===== src/rtl/wcmd_pkg.sv =====
package wcmd_pkg;
    localparam int CHANS    = 2;
    localparam int SLOTS    = 4;
    localparam int CODE_W   = 6;
    localparam int BYTE_W   = 8;
    localparam int SLOT_W   = $clog2(SLOTS);
    localparam logic [CODE_W-1:0] CODE_MAX = {CODE_W{1'b1}};

    localparam logic [3:0] OP_GDR2W = 4'b0001;
    localparam logic [3:0] OP_STEP  = 4'b0010;
    localparam logic [3:0] OP_GW2DR = 4'b1000;
    localparam logic [3:0] OP_RDW   = 4'b1001;
    localparam logic [3:0] OP_WRW   = 4'b1010;
    localparam logic [3:0] OP_RDS   = 4'b1011;
    localparam logic [3:0] OP_WRS   = 4'b1100;
    localparam logic [3:0] OP_S2W   = 4'b1101;
    localparam logic [3:0] OP_W2S   = 4'b1110;

    typedef enum logic [1:0] {
        S_LOAD,
        S_IDLE,
        S_ARMED,
        S_PROG
    } state_t;

    typedef enum logic [3:0] {
        K_NONE,
        K_RD_WIPER,
        K_WR_WIPER,
        K_RD_SLOT,
        K_WR_SLOT,
        K_SLOT_TO_WIPER,
        K_WIPER_TO_SLOT,
        K_ALL_SLOT_TO_WIPER,
        K_ALL_WIPER_TO_SLOT,
        K_STEP
    } kind_t;
endpackage


===== src/rtl/wcmd_decode.sv =====
module wcmd_decode
    import wcmd_pkg::*;
(
    input  logic [3:0] op,
    output kind_t      kind,
    output logic       stages_nv
);
    always_comb begin
        unique case (op)
            OP_RDW:   kind = K_RD_WIPER;
            OP_WRW:   kind = K_WR_WIPER;
            OP_RDS:   kind = K_RD_SLOT;
            OP_WRS:   kind = K_WR_SLOT;
            OP_S2W:   kind = K_SLOT_TO_WIPER;
            OP_W2S:   kind = K_WIPER_TO_SLOT;
            OP_GDR2W: kind = K_ALL_SLOT_TO_WIPER;
            OP_GW2DR: kind = K_ALL_WIPER_TO_SLOT;
            OP_STEP:  kind = K_STEP;
            default:  kind = K_NONE;
        endcase
    end

    assign stages_nv = (kind == K_WR_SLOT) || (kind == K_WIPER_TO_SLOT) ||
                       (kind == K_ALL_WIPER_TO_SLOT);
endmodule


===== src/rtl/wcmd_nvbank.sv =====
module wcmd_nvbank
    import wcmd_pkg::*;
(
    input  logic                                    clk,
    input  logic [CHANS-1:0]                        we,
    input  logic [SLOT_W-1:0]                       wslot,
    input  logic [CHANS-1:0][CODE_W-1:0]            wval,
    output logic [CHANS-1:0][SLOTS-1:0][CODE_W-1:0] q
);
    // Storage survives rst_n on purpose: it stands for nonvolatile cells.
    for (genvar c = 0; c < CHANS; c++) begin : g_chan
        for (genvar s = 0; s < SLOTS; s++) begin : g_slot
            always_ff @(posedge clk) begin
                if (we[c] && (wslot == SLOT_W'(s))) begin
                    q[c][s] <= wval[c];
                end
            end
        end
    end
endmodule


===== src/rtl/wcmd_prog_timer.sv =====
module wcmd_prog_timer #(
    parameter int COUNT = 250000
) (
    input  logic clk,
    input  logic rst_n,
    input  logic start,
    output logic done
);
    localparam int CW = (COUNT > 1) ? $clog2(COUNT) : 1;

    logic [CW-1:0] cnt;
    logic          running;

    assign done = running && (cnt == '0);

    always_ff @(posedge clk or negedge rst_n) begin
        if (!rst_n) begin
            cnt     <= '0;
            running <= 1'b0;
        end else if (start) begin
            cnt     <= CW'(COUNT - 1);
            running <= 1'b1;
        end else if (running) begin
            if (cnt == '0) begin
                running <= 1'b0;
            end else begin
                cnt <= cnt - 1'b1;
            end
        end
    end
endmodule


===== src/rtl/wiper_cmd_engine.sv =====
module wiper_cmd_engine
    import wcmd_pkg::*;
#(
    parameter int PROG_CYCLES = 250000
) (
    input  logic        clk,
    input  logic        rst_n,
    input  logic        cmd_valid,
    input  logic [3:0]  cmd_op,
    input  logic        cmd_pot,
    input  logic [1:0]  cmd_slot,
    input  logic [7:0]  cmd_data,
    input  logic        stop_seen,
    output logic [5:0]  wiper0,
    output logic [5:0]  wiper1,
    output logic [7:0]  rd_data,
    output logic        rd_valid,
    output logic        busy
);
    state_t state, nstate;
    kind_t  kind;
    logic   stages_nv;
    logic   take;
    logic   commit;
    logic   prog_done;

    logic [CHANS-1:0][CODE_W-1:0]            wip_q;
    logic [CHANS-1:0][SLOTS-1:0][CODE_W-1:0] nv_q;
    logic [CHANS-1:0]                        pend_we;
    logic [SLOT_W-1:0]                       pend_slot;
    logic [CHANS-1:0][CODE_W-1:0]            pend_val;
    logic [CODE_W-1:0]                       sel_wip;
    logic [CODE_W-1:0]                       sel_slot;

    wcmd_decode u_dec (
        .op        (cmd_op),
        .kind      (kind),
        .stages_nv (stages_nv)
    );

    wcmd_nvbank u_bank (
        .clk   (clk),
        .we    (commit ? pend_we : '0),
        .wslot (pend_slot),
        .wval  (pend_val),
        .q     (nv_q)
    );

    wcmd_prog_timer #(.COUNT(PROG_CYCLES)) u_timer (
        .clk   (clk),
        .rst_n (rst_n),
        .start (commit),
        .done  (prog_done)
    );

    assign take     = cmd_valid && (state == S_IDLE);
    assign commit   = stop_seen && (state == S_ARMED);
    assign sel_wip  = wip_q[cmd_pot];
    assign sel_slot = nv_q[cmd_pot][cmd_slot];

    // State register
    always_ff @(posedge clk or negedge rst_n) begin
        if (!rst_n) state <= S_LOAD;
        else        state <= nstate;
    end

    // Next state
    always_comb begin
        nstate = state;
        unique case (state)
            S_LOAD:  nstate = S_IDLE;
            S_IDLE:  if (take && stages_nv) nstate = S_ARMED;
            S_ARMED: if (stop_seen) nstate = S_PROG;
            S_PROG:  if (prog_done) nstate = S_IDLE;
            default: nstate = S_LOAD;
        endcase
    end

    // Outputs and datapath
    always_ff @(posedge clk or negedge rst_n) begin
        if (!rst_n) begin
            wip_q     <= '0;
            rd_data   <= '0;
            rd_valid  <= 1'b0;
            pend_we   <= '0;
            pend_slot <= '0;
            pend_val  <= '0;
        end else begin
            rd_valid <= 1'b0;
            unique case (state)
                S_LOAD: begin
                    for (int c = 0; c < CHANS; c++) wip_q[c] <= nv_q[c][0];
                end
                S_IDLE: begin
                    if (take) begin
                        pend_slot <= cmd_slot;
                        pend_we   <= '0;
                        unique case (kind)
                            K_RD_WIPER: begin
                                rd_valid <= 1'b1;
                                rd_data  <= BYTE_W'(sel_wip);
                            end
                            K_RD_SLOT: begin
                                rd_valid <= 1'b1;
                                rd_data  <= BYTE_W'(sel_slot);
                            end
                            K_WR_WIPER: wip_q[cmd_pot] <= cmd_data[CODE_W-1:0];
                            K_SLOT_TO_WIPER: wip_q[cmd_pot] <= sel_slot;
                            K_ALL_SLOT_TO_WIPER: begin
                                for (int c = 0; c < CHANS; c++) wip_q[c] <= nv_q[c][cmd_slot];
                            end
                            K_WR_SLOT: begin
                                pend_we[cmd_pot]  <= 1'b1;
                                pend_val[cmd_pot] <= cmd_data[CODE_W-1:0];
                            end
                            K_WIPER_TO_SLOT: begin
                                pend_we[cmd_pot]  <= 1'b1;
                                pend_val[cmd_pot] <= sel_wip;
                            end
                            K_ALL_WIPER_TO_SLOT: begin
                                pend_we  <= '1;
                                pend_val <= wip_q;
                            end
                            K_STEP: begin
                                if (cmd_data[0] && (sel_wip != CODE_MAX))
                                    wip_q[cmd_pot] <= sel_wip + 1'b1;
                                else if (!cmd_data[0] && (sel_wip != '0))
                                    wip_q[cmd_pot] <= sel_wip - 1'b1;
                            end
                            default: ;
                        endcase
                    end
                end
                S_ARMED: if (stop_seen) pend_we <= '0;
                S_PROG: ;
                default: ;
            endcase
        end
    end

    assign wiper0 = wip_q[0];
    assign wiper1 = wip_q[1];
    assign busy   = (state == S_LOAD) || (state == S_PROG);
endmodule


===== config.mk =====
export PLATFORM = sky130hd
export DESIGN_NAME = wiper_cmd_engine
export DESIGN_NICKNAME = d
export VERILOG_FILES = /design/src/rtl/wcmd_pkg.sv /design/src/rtl/wcmd_decode.sv /design/src/rtl/wcmd_nvbank.sv /design/src/rtl/wcmd_prog_timer.sv /design/src/rtl/wiper_cmd_engine.sv
export SDC_FILE = /design/constraint.sdc
export NUM_CORES = 1
export LEC_CHECK = 0
export ABC_AREA = 1
export ABC_CLOCK_PERIOD_IN_PS = 2700
export BUFFER_PORTS_ARGS = -buffer_cell sky130_fd_sc_hd__buf_2
export CAP_MARGIN = 40
export CORE_MARGIN = 2
export CORE_UTILIZATION = 40
export CTS_BUF_LIST = sky130_fd_sc_hd__clkbuf_8 sky130_fd_sc_hd__clkbuf_16
export DETAILED_ROUTE_END_ITERATION = 10
export GPL_TIMING_DRIVEN = 0
export SYNTH_ARGS = -nofsm -noshare
export SYNTH_HDL_FRONTEND = slang
export SYNTH_SLANG_ARGS = --single-unit

===== constraint.sdc =====
create_clock -name clk -period 2.7 [get_ports clk]
set_clock_uncertainty 0.05 [all_clocks]
set_input_delay 0.54 -clock clk [delete_from_list [all_inputs] [get_ports clk]]
set_output_delay 0.54 -clock clk [all_outputs]
set_load 0.05 [all_outputs]

==> results.cfg <==
[layout]
multi_input_area_um2 = 3216
seqCellArea_um2 = 2843
area_delta_synth_final_pct = 11.75
layout-drive-gt1-share_pct = 14.23
diodes = 0
final_nets = 984
fillers = 1682

[floorplanning]
num_io_pins = 41
core_um2 = 16470
die_w_um = 133.2
die-area_um2 = 17740
die_h_um = 133.2
core.rowCount = 47
start_util_pct = 40.55

[clock_network]
htreeDepth = 3
cts_resized = 0
cts_buffers = 9
clock-sinks = 104
clock_path_buffers = 2
root_buffer = clkbuf_16
cts_setup_buffers = 0
cts.clk_slew.worst_paths_ns = 0.07
insertion_delay_ns = 0.36
ctsHoldBuffers = 0
cts_tree = yes

[logic_synthesis]
ys_ff_latch = 104
synthesis.area_um2 = 6676
yosysWarnings = 0
synthTopCellsByArea = edfxtp_1, dfrtp_1, nand2_1
synth_common_cells = nand2_1, inv_1, o21ai_0, nor2_1, nand3_1
syn_area_per_cell_um2 = 7.451
synth_edf_count = 48
synth_largest_area_cell = edfxtp_1
synth_most_common_cell = nand2_1
synthFlopType = dfrtp_1
yosysSeqAreaShare_pct = 42.58
synth_cells = 896
synth-async-reset-ratio_pct = 53.85
synth.distinct_cells = 41
synth_top_area_share_pct = 21.59

[outcome]
status = finished clean

[worst_setup_path]
cp-end-kind = flip-flop
start_kind = primary input
reg2regPathDepth = 6
slowest_stage = ha_1
crit_type = primary input to flip-flop
slowest_delay_ns = 0.26
crit_chain = buf_2 -> buf_6 -> nand2_1 -> nand2_2 -> ha_1 -> nand2_2 -> nor2_2 -> nand2_2 -> nand2_4 -> nand3_2 -> nand3_2 -> nand2_4 -> nand2_4 -> inv_2 -> nand2_1 -> nand2_1
worst_ep_arrival_time_ns = 2.57
worstPathRequired_ns = 2.90
cp_max_fo = 10

[sta]
post-route-period-util_pct = 87.58
slew_headroom_pct = 42.08
rsz0062_at_grt = no
worst_slack_ns = 0.3354
fmax_mhz = 422.9
whs_ns = 0.1090
worst_slew_pin_slew_ns = 0.8621
setup_viol = 0
setup_tns_ns = 0
period_needed_ns = 2.365
finalHoldViolCount = 0
finalMaxSlewViolations = 0

[route]
wire_per_inst_um = 17.20
via_per_inst = 5.326
wirelength_um = 20230
drcViolationCount = 0
via_count = 6263
postRouteAntennaNets = 0
first_pass_iters = 5
drt_iter0_drc = 623

[global_routing]
grt_pass1_wl_um = 31440
grt_max_degree = 37
grt_pass1_vias = 5626
grt_use_total_pct = 23.25
antenna_found_initial = 0
grt_overflow_total = 0

[placed_design]
hpwl_um = 15760
dp_slack_ns = -0.02472
io_buffers = 36
globalplace.congestion = 1.008

[power_and_ir_drop]
power.density_nw_per_um2 = 877.5
ir_worst_vdd_uv = 388.9
leakage_nw = 3.469
totalPowerFinal_w = 0.006547

[hold_path]
hold_path_class = primary input to async pin

[flow_run]
maxCapViolCount = 0
[kinds of logic after synthesis]
| group | after synthesis | synth area share (%) |
|---|---|---|
| buffers and inverters | 150 | 9.314 |
| adders and majority gates | 14 | 2.624 |
| muxes | 1 | 0.1499 |
| DFF | 104 | 42.58 |
| xor gates and xnor gates | 2 | 0.2624 |
| other | 1 | 0.05617 |
| and+or+nand+nor | 440 | 29.35 |
| AOI/OAI and AO/OA | 184 | 15.67 |
[sequential cells by signal, summed over array words and instances, names as in the netlist, 2 cells and up]
register / flops
u_bank.q: 48
rd_data: 6
wiper1: 6
state: 2
pend_slot: 2
u_timer.cnt: 18
pend_we: 2
wiper0: 6
pend_val: 12
[routing by layer]
metal	up-vias	global-route usage [%]	part of all wire, %
met5	-	0	0
met3	51	3.501	7.9
met4	0	11.05	4.2
li1	3063	-	-
met1	2870	32.52	44
met2	279	35.58	44
[final timing paths]
check	startpoint	to	slack, ns
min in group clk	u_timer.cnt[9]	u_timer.cnt[9]	0.43
max in group asynchronous	rst_n	pend_slot[0]	1.90
worst min register to register	u_timer.cnt[9]	u_timer.cnt[9]	0.43
worst max-delay path	cmd_pot	wiper0[1]	0.34
worst min-delay path	rst_n	state[0]	0.11
worst max register to register	state[0]	u_bank.q[32]	0.34
[report_power, final]
group | switching [W] | internal (W) | leakage (nW)
Combinational | 0.00197 | 0.000769 | 2.22
Sequential | 0.000427 | 0.00212 | 1.10
Clock | 0.000611 | 0.000648 | 0.144
Total | 0.00301 | 0.00353 | 3.47
[worst max-delay path, delay by kind of cell]
family,cells,cell delay (ns)
AND/OR/NAND/NOR,12,1.25
buffers and inverters,3,0.48
adder cells (fa/ha/maj),1,0.26
[cells in the final DEF (no fill, tap or decap), types with 6 or more instances in the layout]
cell / count
a21oi_1: 50
buf_2: 57
buf_4: 6
clkbuf_1: 14
clkbuf_16: 9
dfrtp_1: 56
edfxtp_1: 48
ha_1: 14
inv_1: 104
inv_2: 9
nand2_1: 245
nand2_2: 8
nand2_4: 7
nand3_1: 66
nand3_2: 9
nand4_1: 7
nor2_1: 68
nor2_2: 7
nor3_1: 16
o211ai_1: 15
o21ai_0: 94
[final cells by class]
cell class / instances / share of cell area, %
plain buffers: 37 / 2.616
clock buffers: 10 / 3.203
clock inverters: 6 / 0.4863
inverters: 113 / 5.719
multi-input cells: 643 / 43.10
flip-flops and latches: 104 / 38.10
well taps: 220 / 3.689
repair buffers: 43 / 3.086
[metrics by stage]
| stage | area [um^2] | instances | utilization [%] |
|---|---|---|---|
| 2_1_floorplan | 6680 | 897 | - |
| 3_3_place_gp | 7136 | 1153 | 43.34 |
| 3_5_place_dp | 7186 | 1160 | 43.64 |
| 4_1_cts | 7461 | 1176 | 45.31 |
| 5_1_grt | 7461 | 1176 | 45.31 |
| 6_report | 7461 | 1176 | 45.31 |
No activity file was read; power rests on OpenSTA's default activity.
